File: src/rtl/pairwr_pkg.sv
// Shared definitions for the paired-register I2C write slave.
// Assumes the pair selector always sits in the top bits of an 8-bit byte.
package pairwr_pkg;

    typedef enum logic [2:0] {
        RX_IDLE,
        RX_ADDR,
        RX_ADDR_ACK,
        RX_DATA,
        RX_DATA_ACK,
        RX_IGNORE
    } rx_state_t;

    // Map the leading selector bits of a byte to the array index of the even register
    function automatic logic [3:0] pair_base(input logic [7:0] sel);
        if (!sel[7])                 return 4'd0;   // register 2
        else if (!sel[6])            return 4'd2;   // register 4
        else if (sel[5:4] == 2'b00)  return 4'd4;   // register 6
        else if (sel[5:4] == 2'b01)  return 4'd6;   // register 8
        else if (sel[5:4] == 2'b10)  return 4'd8;   // register 10
        else                         return 4'd10;  // register 12
    endfunction

endpackage

File: src/rtl/pairwr_line_sync.sv
// Brings SCL/SDA into the system clock domain and detects bus events.
// Assumes lines idle high; all event outputs are single-cycle pulses.
module pairwr_line_sync #(
    parameter int STAGES = 2
) (
    input  logic clk,
    input  logic rst_n,
    input  logic scl_in,
    input  logic sda_in,
    output logic scl_s,
    output logic sda_s,
    output logic scl_rise,
    output logic scl_fall,
    output logic start_det,
    output logic stop_det
);

    logic [STAGES-1:0] scl_chain;
    logic [STAGES-1:0] sda_chain;
    logic              scl_prev;
    logic              sda_prev;

    // Synchroniser chains and one-cycle history for edge detection
    always_ff @(posedge clk) begin
        if (!rst_n) begin
            scl_chain <= '1;
            sda_chain <= '1;
            scl_prev  <= 1'b1;
            sda_prev  <= 1'b1;
        end else begin
            scl_chain <= {scl_chain[STAGES-2:0], scl_in};
            sda_chain <= {sda_chain[STAGES-2:0], sda_in};
            scl_prev  <= scl_chain[STAGES-1];
            sda_prev  <= sda_chain[STAGES-1];
        end
    end

    assign scl_s     = scl_chain[STAGES-1];
    assign sda_s     = sda_chain[STAGES-1];
    assign scl_rise  = scl_s & ~scl_prev;
    assign scl_fall  = ~scl_s & scl_prev;
    assign start_det = scl_s & scl_prev & sda_prev & ~sda_s;
    assign stop_det  = scl_s & scl_prev & ~sda_prev & sda_s;

endmodule

File: src/rtl/pairwr_regbank.sv
// Bank of byte registers written one at a time by index.
// Assumes wr_idx is in range whenever wr_en is high.
module pairwr_regbank #(
    parameter int NUM_REGS = 12,
    parameter int PTR_W    = 4
) (
    input  logic                  clk,
    input  logic                  rst_n,
    input  logic                  wr_en,
    input  logic [PTR_W-1:0]      wr_idx,
    input  logic [7:0]            wr_data,
    output logic [NUM_REGS*8-1:0] regs_flat
);

    for (genvar g = 0; g < NUM_REGS; g++) begin : g_reg
        logic [7:0] value;

        // Hold one register, load it when its index is written
        always_ff @(posedge clk) begin
            if (!rst_n)                                value <= 8'h00;
            else if (wr_en && wr_idx == PTR_W'(g))     value <= wr_data;
        end

        assign regs_flat[g*8 +: 8] = value;
    end

endmodule

File: src/rtl/pairwr_rx_fsm.sv
// Byte receiver and write sequencer for the paired-register slave.
// Assumes synchronised, glitch-free line views and pulse events.
module pairwr_rx_fsm
    import pairwr_pkg::*;
#(
    parameter logic [6:0] DEV_ADDR = 7'h60,
    parameter int         NUM_REGS = 12,
    parameter int         PTR_W    = 4
) (
    input  logic             clk,
    input  logic             rst_n,
    input  logic             sda_s,
    input  logic             scl_rise,
    input  logic             scl_fall,
    input  logic             start_det,
    input  logic             stop_det,
    output logic             sda_oe,
    output logic             wr_en,
    output logic [PTR_W-1:0] wr_idx,
    output logic [7:0]       wr_data,
    output rx_state_t        state
);

    logic [7:0]       shreg;
    logic [2:0]       bit_cnt;
    logic             byte_done;
    logic             first_byte;
    logic [PTR_W-1:0] ptr;
    logic [PTR_W-1:0] base_idx;

    assign base_idx = PTR_W'(pair_base(shreg));

    // Receive state machine: shift bits, drive acks, issue register writes
    always_ff @(posedge clk) begin
        if (!rst_n) begin
            state      <= RX_IDLE;
            shreg      <= '0;
            bit_cnt    <= '0;
            byte_done  <= 1'b0;
            first_byte <= 1'b0;
            ptr        <= '0;
            sda_oe     <= 1'b0;
            wr_en      <= 1'b0;
            wr_idx     <= '0;
            wr_data    <= '0;
        end else begin
            wr_en <= 1'b0;
            if (start_det) begin
                state      <= RX_ADDR;
                bit_cnt    <= '0;
                byte_done  <= 1'b0;
                first_byte <= 1'b1;
                sda_oe     <= 1'b0;
            end else if (stop_det) begin
                state  <= RX_IDLE;
                sda_oe <= 1'b0;
            end else begin
                case (state)
                    RX_ADDR, RX_DATA: begin
                        if (scl_rise) begin
                            shreg     <= {shreg[6:0], sda_s};
                            bit_cnt   <= bit_cnt + 3'd1;
                            byte_done <= (bit_cnt == 3'd7);
                        end else if (scl_fall && byte_done) begin
                            byte_done <= 1'b0;
                            if (state == RX_ADDR) begin
                                if (shreg[7:1] == DEV_ADDR && !shreg[0]) begin
                                    sda_oe <= 1'b1;
                                    state  <= RX_ADDR_ACK;
                                end else begin
                                    state  <= RX_IGNORE;
                                end
                            end else begin
                                sda_oe  <= 1'b1;
                                state   <= RX_DATA_ACK;
                                wr_data <= shreg;
                                if (first_byte) begin
                                    first_byte <= 1'b0;
                                    wr_en      <= 1'b1;
                                    wr_idx     <= base_idx;
                                    ptr        <= base_idx + 1'b1;
                                end else if (ptr < PTR_W'(NUM_REGS)) begin
                                    wr_en  <= 1'b1;
                                    wr_idx <= ptr;
                                    ptr    <= ptr + 1'b1;
                                end
                            end
                        end
                    end
                    RX_ADDR_ACK, RX_DATA_ACK: begin
                        if (scl_fall) begin
                            sda_oe  <= 1'b0;
                            bit_cnt <= '0;
                            state   <= RX_DATA;
                        end
                    end
                    default: ;
                endcase
            end
        end
    end

endmodule

File: src/rtl/pairwr_i2c_slave.sv
// Top of the paired-register I2C write slave: sync, receiver, register bank.
// Assumes an external open-drain pad; sda_oe=1 pulls the line low.
module pairwr_i2c_slave
    import pairwr_pkg::*;
#(
    parameter logic [6:0] DEV_ADDR    = 7'h60,
    parameter int         NUM_REGS    = 12,
    parameter int         SYNC_STAGES = 2,
    localparam int        PTR_W       = $clog2(NUM_REGS + 1)
) (
    input  logic                  clk,
    input  logic                  rst_n,
    input  logic                  scl_in,
    input  logic                  sda_in,
    output logic                  sda_oe,
    output logic [NUM_REGS*8-1:0] regs_flat
);

    logic             scl_s, sda_s, scl_rise, scl_fall, start_det, stop_det;
    logic             wr_en;
    logic [PTR_W-1:0] wr_idx;
    logic [7:0]       wr_data;
    rx_state_t        state;
    logic             st_ignore;
    logic             st_ack;

    pairwr_line_sync #(.STAGES(SYNC_STAGES)) sync_i (
        .clk(clk), .rst_n(rst_n), .scl_in(scl_in), .sda_in(sda_in),
        .scl_s(scl_s), .sda_s(sda_s), .scl_rise(scl_rise), .scl_fall(scl_fall),
        .start_det(start_det), .stop_det(stop_det)
    );

    pairwr_rx_fsm #(.DEV_ADDR(DEV_ADDR), .NUM_REGS(NUM_REGS), .PTR_W(PTR_W)) fsm_i (
        .clk(clk), .rst_n(rst_n), .sda_s(sda_s), .scl_rise(scl_rise),
        .scl_fall(scl_fall), .start_det(start_det), .stop_det(stop_det),
        .sda_oe(sda_oe), .wr_en(wr_en), .wr_idx(wr_idx), .wr_data(wr_data),
        .state(state)
    );

    pairwr_regbank #(.NUM_REGS(NUM_REGS), .PTR_W(PTR_W)) bank_i (
        .clk(clk), .rst_n(rst_n), .wr_en(wr_en), .wr_idx(wr_idx),
        .wr_data(wr_data), .regs_flat(regs_flat)
    );

    assign st_ignore = (state == RX_IGNORE);
    assign st_ack    = (state == RX_ADDR_ACK) || (state == RX_DATA_ACK);

endmodule

File: config.mk
export PLATFORM = sky130hd
export DESIGN_NAME = pairwr_i2c_slave
export DESIGN_NICKNAME = d
export VERILOG_FILES = /design/src/rtl/pairwr_pkg.sv /design/src/rtl/pairwr_line_sync.sv /design/src/rtl/pairwr_regbank.sv /design/src/rtl/pairwr_rx_fsm.sv /design/src/rtl/pairwr_i2c_slave.sv
export SDC_FILE = /design/constraint.sdc
export NUM_CORES = 1
export LEC_CHECK = 0
export ABC_CLOCK_PERIOD_IN_PS = 1400
export BUFFER_PORTS_ARGS = -buffer_cell sky130_fd_sc_hd__buf_2
export CAP_MARGIN = 15
export CORE_MARGIN = 1
export CORE_UTILIZATION = 50
export DETAILED_ROUTE_END_ITERATION = 8
export GPL_ROUTABILITY_DRIVEN = 0
export PLACE_DENSITY_LB_ADDON = 0.15
export SLEW_MARGIN = 30
export SYNTH_ARGS = -nofsm -noshare
export SYNTH_HDL_FRONTEND = slang
export SYNTH_SLANG_ARGS = --single-unit
File: constraint.sdc
create_clock -name clk -period 1.4 [get_ports clk]
set_clock_uncertainty 0.05 [all_clocks]
set_input_delay 0.14 -clock clk [delete_from_list [all_inputs] [get_ports clk]]
set_output_delay 0.14 -clock clk [all_outputs]
set_load 0.01 [all_outputs]
==> results.cfg <==
[grt]
grt_use_met3_pct = 6.93
grt_pass1_wl_mm = 20.8
antenna_found_initial = 0
grt_pass1_vias = 4048
overflow = 0
busiest_layer = met2
grt_start_max_net_pins = 58
grt_util_all_layers_pct = 24.5
grt_util_met2_pct = 40.1
met1_usage_pct = 30.9

[worst_setup_path]
crit_path_max_fanout = 7
critical-path-top-delay-family = buffers and inverters
critical_path_arrival_ns = 1.81
cp_slowest_cell = dfxtp_4
critical-path-max-stage-delay_ns = 0.37
worstPathBufferInverterCount = 3
cpMostUsedCell = buf_6
timing.rr.end = bank_i.g_reg[9].value[0]$_SDFFE_PN0P_
reg2reg_depth = 7
r2r_setup_slack_ns = -0.04
start_kind = flip-flop
r2r-start = fsm_i.wr_idx[3]$_SDFFE_PN0P_
endpoint_kind = flip-flop
cp_cell_sequence = buf_6, nand3b_4, buf_6, nor2_4, buf_12, mux2i_1, nor2b_1
crit_type = flip-flop to flip-flop
required_ns = 1.77

[layout]
final-instance-count-excl-fill = 825
drive_gt1_share_pct = 35.8
area_delta_synth_final_pct = 35.7
fin_nets = 684
antennaDiodeCount = 0
postLayoutCellArea_sq_mm = 0.00726

[route]
avgRoutedWirePerCell_microns = 16.5
drc = 0
wl_mm = 13.6
dr_total_vias = 4276
first_pass_iters = 4
viasPerCell = 5.18
drt_iter0_drc = 161
ant_nets = 0

[place]
io_buffer_count = 100
dp_cells = 779
place_ws_ns = -0.0617
hpwl_mm = 8.97
dpl_cell_area_sq_mm = 0.00635

[power_and_ir_drop]
pwr_density_cell_mw_per_mm2 = 1140
power_mw = 8.27
irDropWorstVdd_mv = 0.801
leakage_nw = 3.32

[logic_synthesis]
synth_top_area_cell = dfxtp_1
syn_nets = 527
syn-mean-instance-area_sq_um = 10.3
synth-edff-count = 0
synth_area_sq_mm = 0.00535
netlist-cell-type-count = 50
synthCells = 520
ys_top_cells_by_area = dfxtp_1 (51%), mux2i_1 (18%), nor2_1 (4.9%)
synthArstFlopShare_pct = 0
ys_ff_latch = 136
yosysWarnings = 0
synthFlopType = dfxtp_1
yosysTopAreaCellShare_pct = 50.9
seq_area_frac_synth_pct = 50.9

[sta]
rsz0062_at_grt = yes
setup_viol = 16
fin_crit_sh_pct = 103
worst_slack_ns = -0.0365
relSlewSlack_pct = 77.9
setup_tns_ns = -0.188
period_minus_slack_ns = 1.44
max_freq_ghz = 0.696
tightest_slew_ns = 0.332
drv_slew = 0
hold_viol = 0

[clock_tree]
cts.clk_slew.worst_paths_ns = 0.06
htreeDepth = 4
numCtsBuffers = 17
root_buffer = clkbuf_8
clock_path_buffers = 2
numClockSinks = 136
insertion_delay_ns = 0.53
cts_tree = built

[outcome]
outcome = finished with violations
violations = setup timing

[floorplanning]
start_util_pct = 51.6
ioPinCount = 101
dieArea_sq_mm = 0.0111
dieWidth_microns = 105
rows = 37
dieHeight_microns = 105
coreArea_sq_mm = 0.0104

[worst_hold_path]
worstHoldEndpoint = sync_i.sda_chain[0]$_SDFF_PN1_
min_path_type = primary input to flip-flop
min_path_cells = 3
hold_path_startpoint = sda_in

[run]
maxCapViolCount = 0
registers in the layout, summed over array words and instances (netlist names), 2 cells and up:
| name | flops |
|---|---|
| fsm_i.shreg | 8 |
| sync_i.sda_chain | 2 |
| fsm_i.wr_data | 8 |
| fsm_i.wr_idx | 4 |
| fsm_i.state | 3 |
| fsm_i.bit_cnt | 3 |
| sync_i.scl_chain | 2 |
| bank_i.g.value | 96 |
| fsm_i.ptr | 4 |
logic make-up after synthesis:
logic type / Yosys count / synth area share [%]
compound gates: 46 / 5.82
mux: 98 / 18.4
buf+inv: 40 / 4.70
flops: 136 / 50.9
xor+xnor: 3 / 0.491
simple gates: 194 / 19.1
fa+ha+maj: 3 / 0.702
metal layers:
layer	wire, microns	part of all wire (%)
met5	0	0
met4	170	1.3
met3	671	4.9
met2	6710	49
met1	6040	44
cell usage after synthesis (all sizes together), types with 2 or more instances:
cell      n
nor2     76
ha        3
clkbuf   14
nor3b     4
a21boi    5
inv       8
buf      18
a211oi    2
nor3      3
o211a     4
nor2b    35
a22o      2
a31oi     2
o21ai     2
o211ai    3
nand4b    2
a21oi    19
mux2i    97
and3      3
nand3    10
nand2    39
xor2      3
nand2b   11
nand3b    4
dfxtp   136
layout make-up:
type | count | area (sq um)
Timing Repair Buffer | 169 | 1230
Clock inverter | 9 | 100
Multi-Input combinational cell | 345 | 2520
Inverter | 8 | 30.0
Fill cell | 808 | 3110
Sequential cell | 136 | 2750
Tap cell | 136 | 170
Clock buffer | 22 | 453
per-stage QoR:
step           hold slack [ns]  util, %
6_report                 0.289     70.0
3_5_place_dp             0.281     61.3
2_1_floorplan            0.191        -
4_1_cts                  0.266     67.7
5_1_grt                  0.288     70.0
3_3_place_gp             0.273     61.3
what timing repair did:
action,4_1_cts,5_1_grt
endpoints found under the hold margin,5,0
gates cloned,0,1
gates resized for setup,14,54
pin swaps,4,18
setup buffers,3,10
hold buffers,3,0
endpoints found under the setup margin,50,99
where the power goes:
group          internal, mW  leakage (nW)  total [mW]  switching (mW)
Clock                  2.60         0.270        4.18            1.58
Combinational        0.0857          1.94       0.199           0.113
Sequential             3.88          1.10        3.89          0.0131
worst max path at each step:
stage	start	endpoint	slack [ns]	depth (start not counted)
after CTS	fsm_i.wr_en$_SDFF_PP0_	bank_i.g_reg[3].value[0]$_SDFFE_PN0P_	-0.06	4
after global routing	fsm_i.shreg[6]$_SDFFE_PN0P_	fsm_i.ptr[2]$_SDFFE_PN0P_	-0.12	6
final	fsm_i.wr_idx[3]$_SDFFE_PN0P_	bank_i.g_reg[9].value[0]$_SDFFE_PN0P_	-0.04	7
after floorplan	fsm_i.wr_en$_SDFF_PP0_	bank_i.g_reg[3].value[0]$_SDFFE_PN0P_	-0.02	6
after detailed placement	fsm_i.state[0]$_SDFFE_PN0P_	fsm_i.wr_idx[1]$_SDFFE_PN0P_	-0.06	4
after global placement	fsm_i.state[0]$_SDFFE_PN0P_	fsm_i.ptr[1]$_SDFFE_PN0P_	-0.02	4
cell usage in the layout (no fill, tap or decap), types with 7 or more instances in the layout:
cell         n
buf_12      11
nand2_1     37
nor2_1      69
a21oi_1     17
clkbuf_16   16
nor2b_1     33
mux2i_1     95
buf_2      100
nand2b_1     7
nand3_1     10
buf_4       38
dfxtp_1    124
buf_6       16
worst min-delay path, stage by stage:
cell and delay [ns]:
dlygate4sd3_1 0.52, buf_2 0.09, nand2b_1 0.08
(Power assumes the default switching activity.)
